### config.mk
export PLATFORM = sky130hd
export DESIGN_NAME = alu16_ovf
export DESIGN_NICKNAME = d
export VERILOG_FILES = /design/src/rtl/alu16_pkg.sv /design/src/rtl/alu16_arith.sv /design/src/rtl/alu16_shift.sv /design/src/rtl/alu16_divmod.sv /design/src/rtl/alu16_ovf.sv
export SDC_FILE = /design/constraint.sdc
export NUM_CORES = 2
export LEC_CHECK = 0
export BUFFER_PORTS_ARGS = -buffer_cell sky130_fd_sc_hd__buf_4
export CAP_MARGIN = 25
export CORE_AREA = 2 2 316 318
export DETAILED_ROUTE_END_ITERATION = 8
export DIE_AREA = 0 0 318 320
export PLACE_DENSITY = 0.72
export SLEW_MARGIN = 25
export SYNTH_ARGS = -nofsm -noshare
export SYNTH_HDL_FRONTEND = slang
export SYNTH_HIERARCHICAL = 1
export SYNTH_SLANG_ARGS = --single-unit
### constraint.sdc
create_clock -name clk -period 171 [get_ports clk]
set_input_delay 25.65 -clock clk [delete_from_list [all_inputs] [get_ports clk]]
set_output_delay 25.65 -clock clk [all_outputs]
set_load 0.005 [all_outputs]
### src/rtl/alu16_pkg.sv
package alu16_pkg;

    typedef enum logic [3:0] {
        OP_NONE = 4'h0,
        OP_SET  = 4'h1,
        OP_ADD  = 4'h2,
        OP_SUB  = 4'h3,
        OP_MUL  = 4'h4,
        OP_DIV  = 4'h5,
        OP_MOD  = 4'h6,
        OP_SHL  = 4'h7,
        OP_SHR  = 4'h8,
        OP_AND  = 4'h9,
        OP_BOR  = 4'hA,
        OP_XOR  = 4'hB
    } alu_op_e;

    localparam int COST_W = 2;

    // cycle price per operation; 0 marks an unsupported code
    function automatic logic [COST_W-1:0] op_cost(input alu_op_e op);
        case (op)
            OP_SET, OP_AND, OP_BOR, OP_XOR:         op_cost = 2'd1;
            OP_ADD, OP_SUB, OP_MUL, OP_SHL, OP_SHR: op_cost = 2'd2;
            OP_DIV, OP_MOD:                         op_cost = 2'd3;
            default:                                op_cost = 2'd0;
        endcase
    endfunction

    // operations that replace the overflow word
    function automatic logic writes_ovf(input alu_op_e op);
        case (op)
            OP_ADD, OP_SUB, OP_MUL, OP_DIV, OP_SHL, OP_SHR: writes_ovf = 1'b1;
            default:                                        writes_ovf = 1'b0;
        endcase
    endfunction

endpackage

### src/rtl/alu16_arith.sv
module alu16_arith #(
    parameter int W = 16
) (
    input  logic [W-1:0] a,
    input  logic [W-1:0] b,
    output logic [W-1:0] add_res,
    output logic [W-1:0] add_ovf,
    output logic [W-1:0] sub_res,
    output logic [W-1:0] sub_ovf,
    output logic [W-1:0] mul_res,
    output logic [W-1:0] mul_ovf
);
    logic [W:0]     sum_x;
    logic [W:0]     dif_x;
    logic [2*W-1:0] prod;

    always_comb begin
        sum_x   = {1'b0, a} + {1'b0, b};
        dif_x   = {1'b0, a} - {1'b0, b};
        prod    = {{W{1'b0}}, a} * {{W{1'b0}}, b};
        add_res = sum_x[W-1:0];
        add_ovf = {{(W-1){1'b0}}, sum_x[W]};
        sub_res = dif_x[W-1:0];
        sub_ovf = {W{dif_x[W]}};
        mul_res = prod[W-1:0];
        mul_ovf = prod[2*W-1:W];
    end
endmodule

### src/rtl/alu16_shift.sv
module alu16_shift #(
    parameter int W = 16
) (
    input  logic [W-1:0] a,
    input  logic [W-1:0] b,
    output logic [W-1:0] shl_res,
    output logic [W-1:0] shl_ovf,
    output logic [W-1:0] shr_res,
    output logic [W-1:0] shr_ovf
);
    localparam int CW = $clog2(2*W);

    logic           too_far;
    logic [CW-1:0]  amt;
    logic [2*W-1:0] up;
    logic [2*W-1:0] down;

    always_comb begin
        too_far = |b[W-1:CW];
        amt     = b[CW-1:0];
        up      = {{W{1'b0}}, a} << amt;
        down    = {a, {W{1'b0}}} >> amt;
        shl_res = too_far ? '0 : up[W-1:0];
        shl_ovf = too_far ? '0 : up[2*W-1:W];
        shr_res = too_far ? '0 : down[2*W-1:W];
        shr_ovf = too_far ? '0 : down[W-1:0];
    end
endmodule

### src/rtl/alu16_divmod.sv
module alu16_divmod #(
    parameter int W = 16
) (
    input  logic         clk,
    input  logic         rst,
    input  logic [W-1:0] a,
    input  logic [W-1:0] b,
    output logic [W-1:0] div_res,
    output logic [W-1:0] div_ovf,
    output logic [W-1:0] mod_res
);
    logic           zero_b;
    logic [W-1:0]   safe_b;
    logic [2*W-1:0] frac;

    always_comb begin
        zero_b  = (b == '0);
        safe_b  = zero_b ? {{(W-1){1'b0}}, 1'b1} : b;
        frac    = {a, {W{1'b0}}} / {{W{1'b0}}, safe_b};
        div_res = zero_b ? '0 : a / safe_b;
        div_ovf = zero_b ? '0 : frac[W-1:0];
        mod_res = zero_b ? '0 : a % safe_b;
    end

    // a remainder is always below a nonzero divisor
    a_r7_rem_below_div: assert property (@(posedge clk) disable iff (rst)
        (b != '0) |-> (mod_res < b));

    // quotient times divisor never exceeds the dividend
    a_r5_quot_bound: assert property (@(posedge clk) disable iff (rst)
        (b != '0) |-> ({{W{1'b0}}, div_res} * {{W{1'b0}}, b} <= {{W{1'b0}}, a}));
endmodule

### src/rtl/alu16_ovf.sv
module alu16_ovf
    import alu16_pkg::*;
#(
    parameter int W = 16
) (
    input  logic              clk,
    input  logic              rst,
    input  logic              op_valid,
    input  logic [3:0]        opcode,
    input  logic [W-1:0]      opa,
    input  logic [W-1:0]      opb,
    input  logic              dst_lit,
    output logic [W-1:0]      result,
    output logic              res_we,
    output logic              ovf_we,
    output logic [W-1:0]      ovf_next,
    output logic [W-1:0]      ovf_q,
    output logic [COST_W-1:0] cost
);
    alu_op_e op;
    logic [W-1:0] add_r, add_o, sub_r, sub_o, mul_r, mul_o;
    logic [W-1:0] shl_r, shl_o, shr_r, shr_o;
    logic [W-1:0] div_r, div_o, mod_r;
    logic [W-1:0] res_sel, ovf_sel;
    logic         supported;

    assign op = alu_op_e'(opcode);

    alu16_arith #(.W(W)) u_arith (
        .a(opa), .b(opb),
        .add_res(add_r), .add_ovf(add_o),
        .sub_res(sub_r), .sub_ovf(sub_o),
        .mul_res(mul_r), .mul_ovf(mul_o)
    );

    alu16_shift #(.W(W)) u_shift (
        .a(opa), .b(opb),
        .shl_res(shl_r), .shl_ovf(shl_o),
        .shr_res(shr_r), .shr_ovf(shr_o)
    );

    alu16_divmod #(.W(W)) u_divmod (
        .clk(clk), .rst(rst), .a(opa), .b(opb),
        .div_res(div_r), .div_ovf(div_o), .mod_res(mod_r)
    );

    always_comb begin
        res_sel = '0;
        ovf_sel = '0;
        case (op)
            OP_SET: res_sel = opb;
            OP_ADD: begin res_sel = add_r; ovf_sel = add_o; end
            OP_SUB: begin res_sel = sub_r; ovf_sel = sub_o; end
            OP_MUL: begin res_sel = mul_r; ovf_sel = mul_o; end
            OP_DIV: begin res_sel = div_r; ovf_sel = div_o; end
            OP_MOD: res_sel = mod_r;
            OP_SHL: begin res_sel = shl_r; ovf_sel = shl_o; end
            OP_SHR: begin res_sel = shr_r; ovf_sel = shr_o; end
            OP_AND: res_sel = opa & opb;
            OP_BOR: res_sel = opa | opb;
            OP_XOR: res_sel = opa ^ opb;
            default: ;
        endcase
        supported = (op_cost(op) != '0);
        result    = op_valid ? res_sel : '0;
        ovf_next  = ovf_sel;
        cost      = op_valid ? op_cost(op) : '0;
        res_we    = op_valid && supported && !dst_lit;
        ovf_we    = op_valid && writes_ovf(op);
    end

    always_ff @(posedge clk) begin
        if (rst)         ovf_q <= '0;
        else if (ovf_we) ovf_q <= ovf_next;
    end

    // a literal destination is never written
    a_r10_lit_no_write: assert property (@(posedge clk) disable iff (rst)
        dst_lit |-> !res_we);

    // the overflow word loads the offered value
    a_r11_ovf_load: assert property (@(posedge clk) disable iff (rst)
        ovf_we |=> (ovf_q == $past(ovf_next)));

    // the overflow word holds without a write
    a_r11_ovf_hold: assert property (@(posedge clk) disable iff (rst)
        !ovf_we |=> $stable(ovf_q));

    // an idle cycle writes nothing and costs nothing
    a_r12_idle_quiet: assert property (@(posedge clk) disable iff (rst)
        !op_valid |-> (!res_we && !ovf_we && cost == '0));

    // any write comes from a costed operation
    a_r1_write_costed: assert property (@(posedge clk) disable iff (rst)
        (res_we || ovf_we) |-> (cost != '0));
endmodule

==> flow_results.org <==
** Setup path
- Number of cells on the worst reg-to-reg path :: 2
- Counting stages on the worst path, the most repeated cell is sky130_fd_sc_hd__o21ai_0.
- CP endpoint kind :: output port
- STA classifies the critical path startpoint as an input pin.
- Critical path class :: input pin to output port
- Arrival time at the worst endpoint :: 121710 ps
- Critical Path Slowest Stage Cell :: sky130_fd_sc_hd__nor3_1
- The largest single stage delay on the critical path is approximately 860 ps.
- Minimum setup slack among reg-to-reg paths :: 169800 ps
- In this run the worst path has a maximum fanout of 35.
- STA puts the critical path data required time at 145350 ps.

** STA
- Crit share post-route :: 86.17%
- Setup violations remaining at the end of the flow were counted as 0.
- Timing would allow up to between 6 and 7 MHz.
- The worst pin sits at a relative slew slack of between 20% and 30%.
- Pin slew with the least headroom to its limit :: ~1100 ps
- Setup tns final :: 0 ps
- Setup repair after global routing missed its margin :: false
- Final count of pins violating max slew :: 0
- For the final database, setup skew stands at 0 ps.
- Subtracting the final worst setup slack from the clock period gives 147360 ps.
- Hold violation total from the final report :: 0

** Route
- Number of remaining DRC errors :: 3
- The first TritonRoute pass finished after 9 iterations.
- For this block, the initial DRC count from the detailed router was 6442.
- After detailed routing, the average wire length per cell comes to 22.79 um.
- Routed Antenna Nets :: 0
- Routed Wire Length :: 175300 um
- Via-to-Cell Ratio :: 6.679
- The detailed router placed 51371 vias in this run.

** Yosys
- Summed over all instances, the cell type with the most area after synthesis is sky130_fd_sc_hd__ha_1.
- Post-Syn Instances :: 6526
- Portion of synthesized cell area occupied by the leading cell type :: a little under a fifth
- Portion of the post-synthesis area used by sequential elements :: 0.6813%
- Yosys cell types :: 145
- Yosys warnings :: 6
- Synthesis inferred 16 register bits.
- Share of synthesized flip-flops with an asynchronous set or reset :: 0%
- Ranked by total cell area, the synthesized netlist is headed by sky130_fd_sc_hd__ha_1 (18%), sky130_fd_sc_hd__fa_1 (8.4%), sky130_fd_sc_hd__a21oi_1 (4.7%).
- The cell area that synthesis handed to floorplanning was about 47000 um2.
- Flip-flop cell with the highest count after synthesis :: sky130_fd_sc_hd__dfxtp_1
- EDFF count, synth :: 0
- After synthesis, the mean cell area works out to 7.204 um2.

** CTS
- Hold repair after CTS inserted 0 buffers.
- After clock tree synthesis, the clock-pin slew on the worst setup and hold paths is 50 ps.
- Clock insertion delay at the later pin of the skew report :: roughly 250 ps
- Total setup buffers inserted after CTS :: 0
- The longest clock path from root to sink contains 2 buffers.
- In this run, post-CTS repair resized a total of 0 instances.
- H-tree levels :: 1
- CTS buffer count :: 3
- Cell at the root of the clock tree :: sky130_fd_sc_hd__clkbuf_16
- TritonCTS built the clock tree.
- The tree built by TritonCTS fans out to 16 sinks.

** Cells and area
- Fill count :: 9722
- Summing all non-filler instances in the final layout gives an area of between 40000 and 50000 um2.
- Leading registers by flop count :: ovf_q: 16 flops
- Ranked by flip-flop count, first place goes to ovf_q.
- Largest register FFs :: 16
- Relative to the synthesized area, the layout overhead comes to 3.393%.
- The net count of the finished layout is between 7000 and 8000.
- Share of post-route cells with drive strength above 1 :: 7.739%

** Die
- The floorplan step set the die height to 320 um.
- Total core area :: roughly 98000 um2
- Starting utilization of the core area :: a little under half
- After floorplanning, the core was divided into 115 placement rows.
- 92 I/O pins were placed.
- DIE AREA :: 101800 um2
- Width of the chip :: between 300 and 400 um

** Job
- Across the run, the number of max-cap violations was 0.

** GRT
- The first global-routing pass estimated 269400 um of wire.
- Vias in the first global route :: 47403
- The number of antenna violations at the first check in global routing came to 15.
- The total overflow left after global routing is 0.
- Maximum number of pins on one net before global-route repair :: 65
- Global router's overall resource usage :: 32.88%

** Place
- Buffers placed on the I/O ports in this run total 91.
- Summing all placed instances gives a cell area of roughly 48000 um2.
- At the end of routability-driven placement, the weighted congestion stood at 1.017.
- Half-perimeter wire length after detailed placement :: 133600 um

** Worst hold path
- Instance count along the most critical hold path :: 2
- Hold Path Class :: register to register

** Status
- Outcome :: finished with violations
- The final reports fail on DRC.
==> synth_stat cells (115+ instances only) <==
master / count
sky130_fd_sc_hd__ha_1: 687
sky130_fd_sc_hd__nand2_1: 550
sky130_fd_sc_hd__nor2_1: 539
sky130_fd_sc_hd__inv_1: 511
sky130_fd_sc_hd__a21oi_1: 443
sky130_fd_sc_hd__o21ai_0: 316
sky130_fd_sc_hd__nor3_1: 231
sky130_fd_sc_hd__xnor2_1: 208
sky130_fd_sc_hd__fa_1: 198
sky130_fd_sc_hd__clkbuf_1: 194
sky130_fd_sc_hd__a21o_1: 173
sky130_fd_sc_hd__o21a_1: 168
sky130_fd_sc_hd__and2_1: 155
sky130_fd_sc_hd__o31ai_1: 146
sky130_fd_sc_hd__nand2b_1: 134
sky130_fd_sc_hd__nand3_1: 130
sky130_fd_sc_hd__mux2_2: 122
sky130_fd_sc_hd__xor2_1: 115
==> kinds of logic (layout without fill, tap and decap cells) <==
kind of cell | Yosys count | in the layout | share of synthesized area, %
and+or+nand+nor | 2225 | 2225 | 23.79
AOI/OAI and AO/OA | 2022 | 2022 | 29.79
adders and majority gates | 885 | 885 | 26.71
buffers and inverters | 826 | 682 | 7.247
xor gates and xnor gates | 323 | 323 | 6.017
muxes | 228 | 228 | 5.746
DFF | 16 | 16 | 0.6813
other | 1 | 23 | 0.007976
==> layout make-up <==
| type | count | area (um2) | share of cell area [%] |
|---|---|---|---|
| repair buffers | 159 | 1194 | 2.456 |
| flip-flops and latches | 16 | 320.3 | 0.6589 |
| clock buffers | 3 | 75.07 | 0.1544 |
| multi-input cells | 5698 | 43440 | 89.36 |
| diodes | 8 | 20.02 | 0.04118 |
| well taps | 1287 | 1610 | 3.313 |
| inverters | 520 | 1953 | 4.018 |
==> per-stage QoR <==
stage	hold slack [ps]	utilization (%)	cells	worst slack, ps
global route	702.1	49.59	7683	14790
CTS	669.8	49.56	7683	25400
floorplan	551.6	-	6540	31980
detailed placement	657.5	49.48	7680	25920
finish	651.0	49.61	7691	23640
global placement	650.1	49.48	7680	29010
==> layer usage <==
layer	wire length [um]	track usage (%)	up-vias
met5	47	0	-
met4	8157	12.87	8
met3	18570	5.193	518
met2	73160	50.27	2828
met1	75350	46.02	24292
li1	-	-	23725
==> final timing paths <==
check                      to     start
hold reg to reg      ovf_q[2]  ovf_q[2]
setup reg to reg     ovf_q[0]  ovf_q[0]
setup / recovery  ovf_next[0]    opb[6]
hold / removal       ovf_q[2]  ovf_q[2]
==> critical path, delay by kind of cell <==
family | cells | cell delay [ps]
fa+ha+maj | 32 | 10370
buf+inv | 24 | 4550
mux | 6 | 2270
simple gates | 115 | 25830
compound gates | 242 | 52720
==> placed cells by master (no fill, tap or decap), types with 48 or more instances in the layout <==
master and count:
sky130_fd_sc_hd__a21oi_1 442, sky130_fd_sc_hd__o211ai_1 49, sky130_fd_sc_hd__o21ai_0 315, sky130_fd_sc_hd__a31oi_1 73
sky130_fd_sc_hd__inv_1 503, sky130_fd_sc_hd__nor2b_1 70, sky130_fd_sc_hd__a211oi_1 50, sky130_fd_sc_hd__nor4_1 48
sky130_fd_sc_hd__a22o_1 54, sky130_fd_sc_hd__mux2i_1 79, sky130_fd_sc_hd__a22oi_1 57, sky130_fd_sc_hd__or3_1 51
sky130_fd_sc_hd__fa_1 198, sky130_fd_sc_hd__xor2_1 115, sky130_fd_sc_hd__o31ai_1 145, sky130_fd_sc_hd__and3_1 48
sky130_fd_sc_hd__and2_1 155, sky130_fd_sc_hd__a21o_1 173, sky130_fd_sc_hd__nand4_1 88, sky130_fd_sc_hd__ha_1 685
sky130_fd_sc_hd__nand2b_1 133, sky130_fd_sc_hd__nand3_1 130, sky130_fd_sc_hd__nand2_1 550, sky130_fd_sc_hd__mux2_2 122
sky130_fd_sc_hd__nor3_1 229, sky130_fd_sc_hd__buf_4 159, sky130_fd_sc_hd__xnor2_1 208, sky130_fd_sc_hd__nor2_1 539
sky130_fd_sc_hd__o21a_1 168
Power is not shown: default switching activity piles up to over one toggle a cycle in this logic, so the estimate is an artifact.
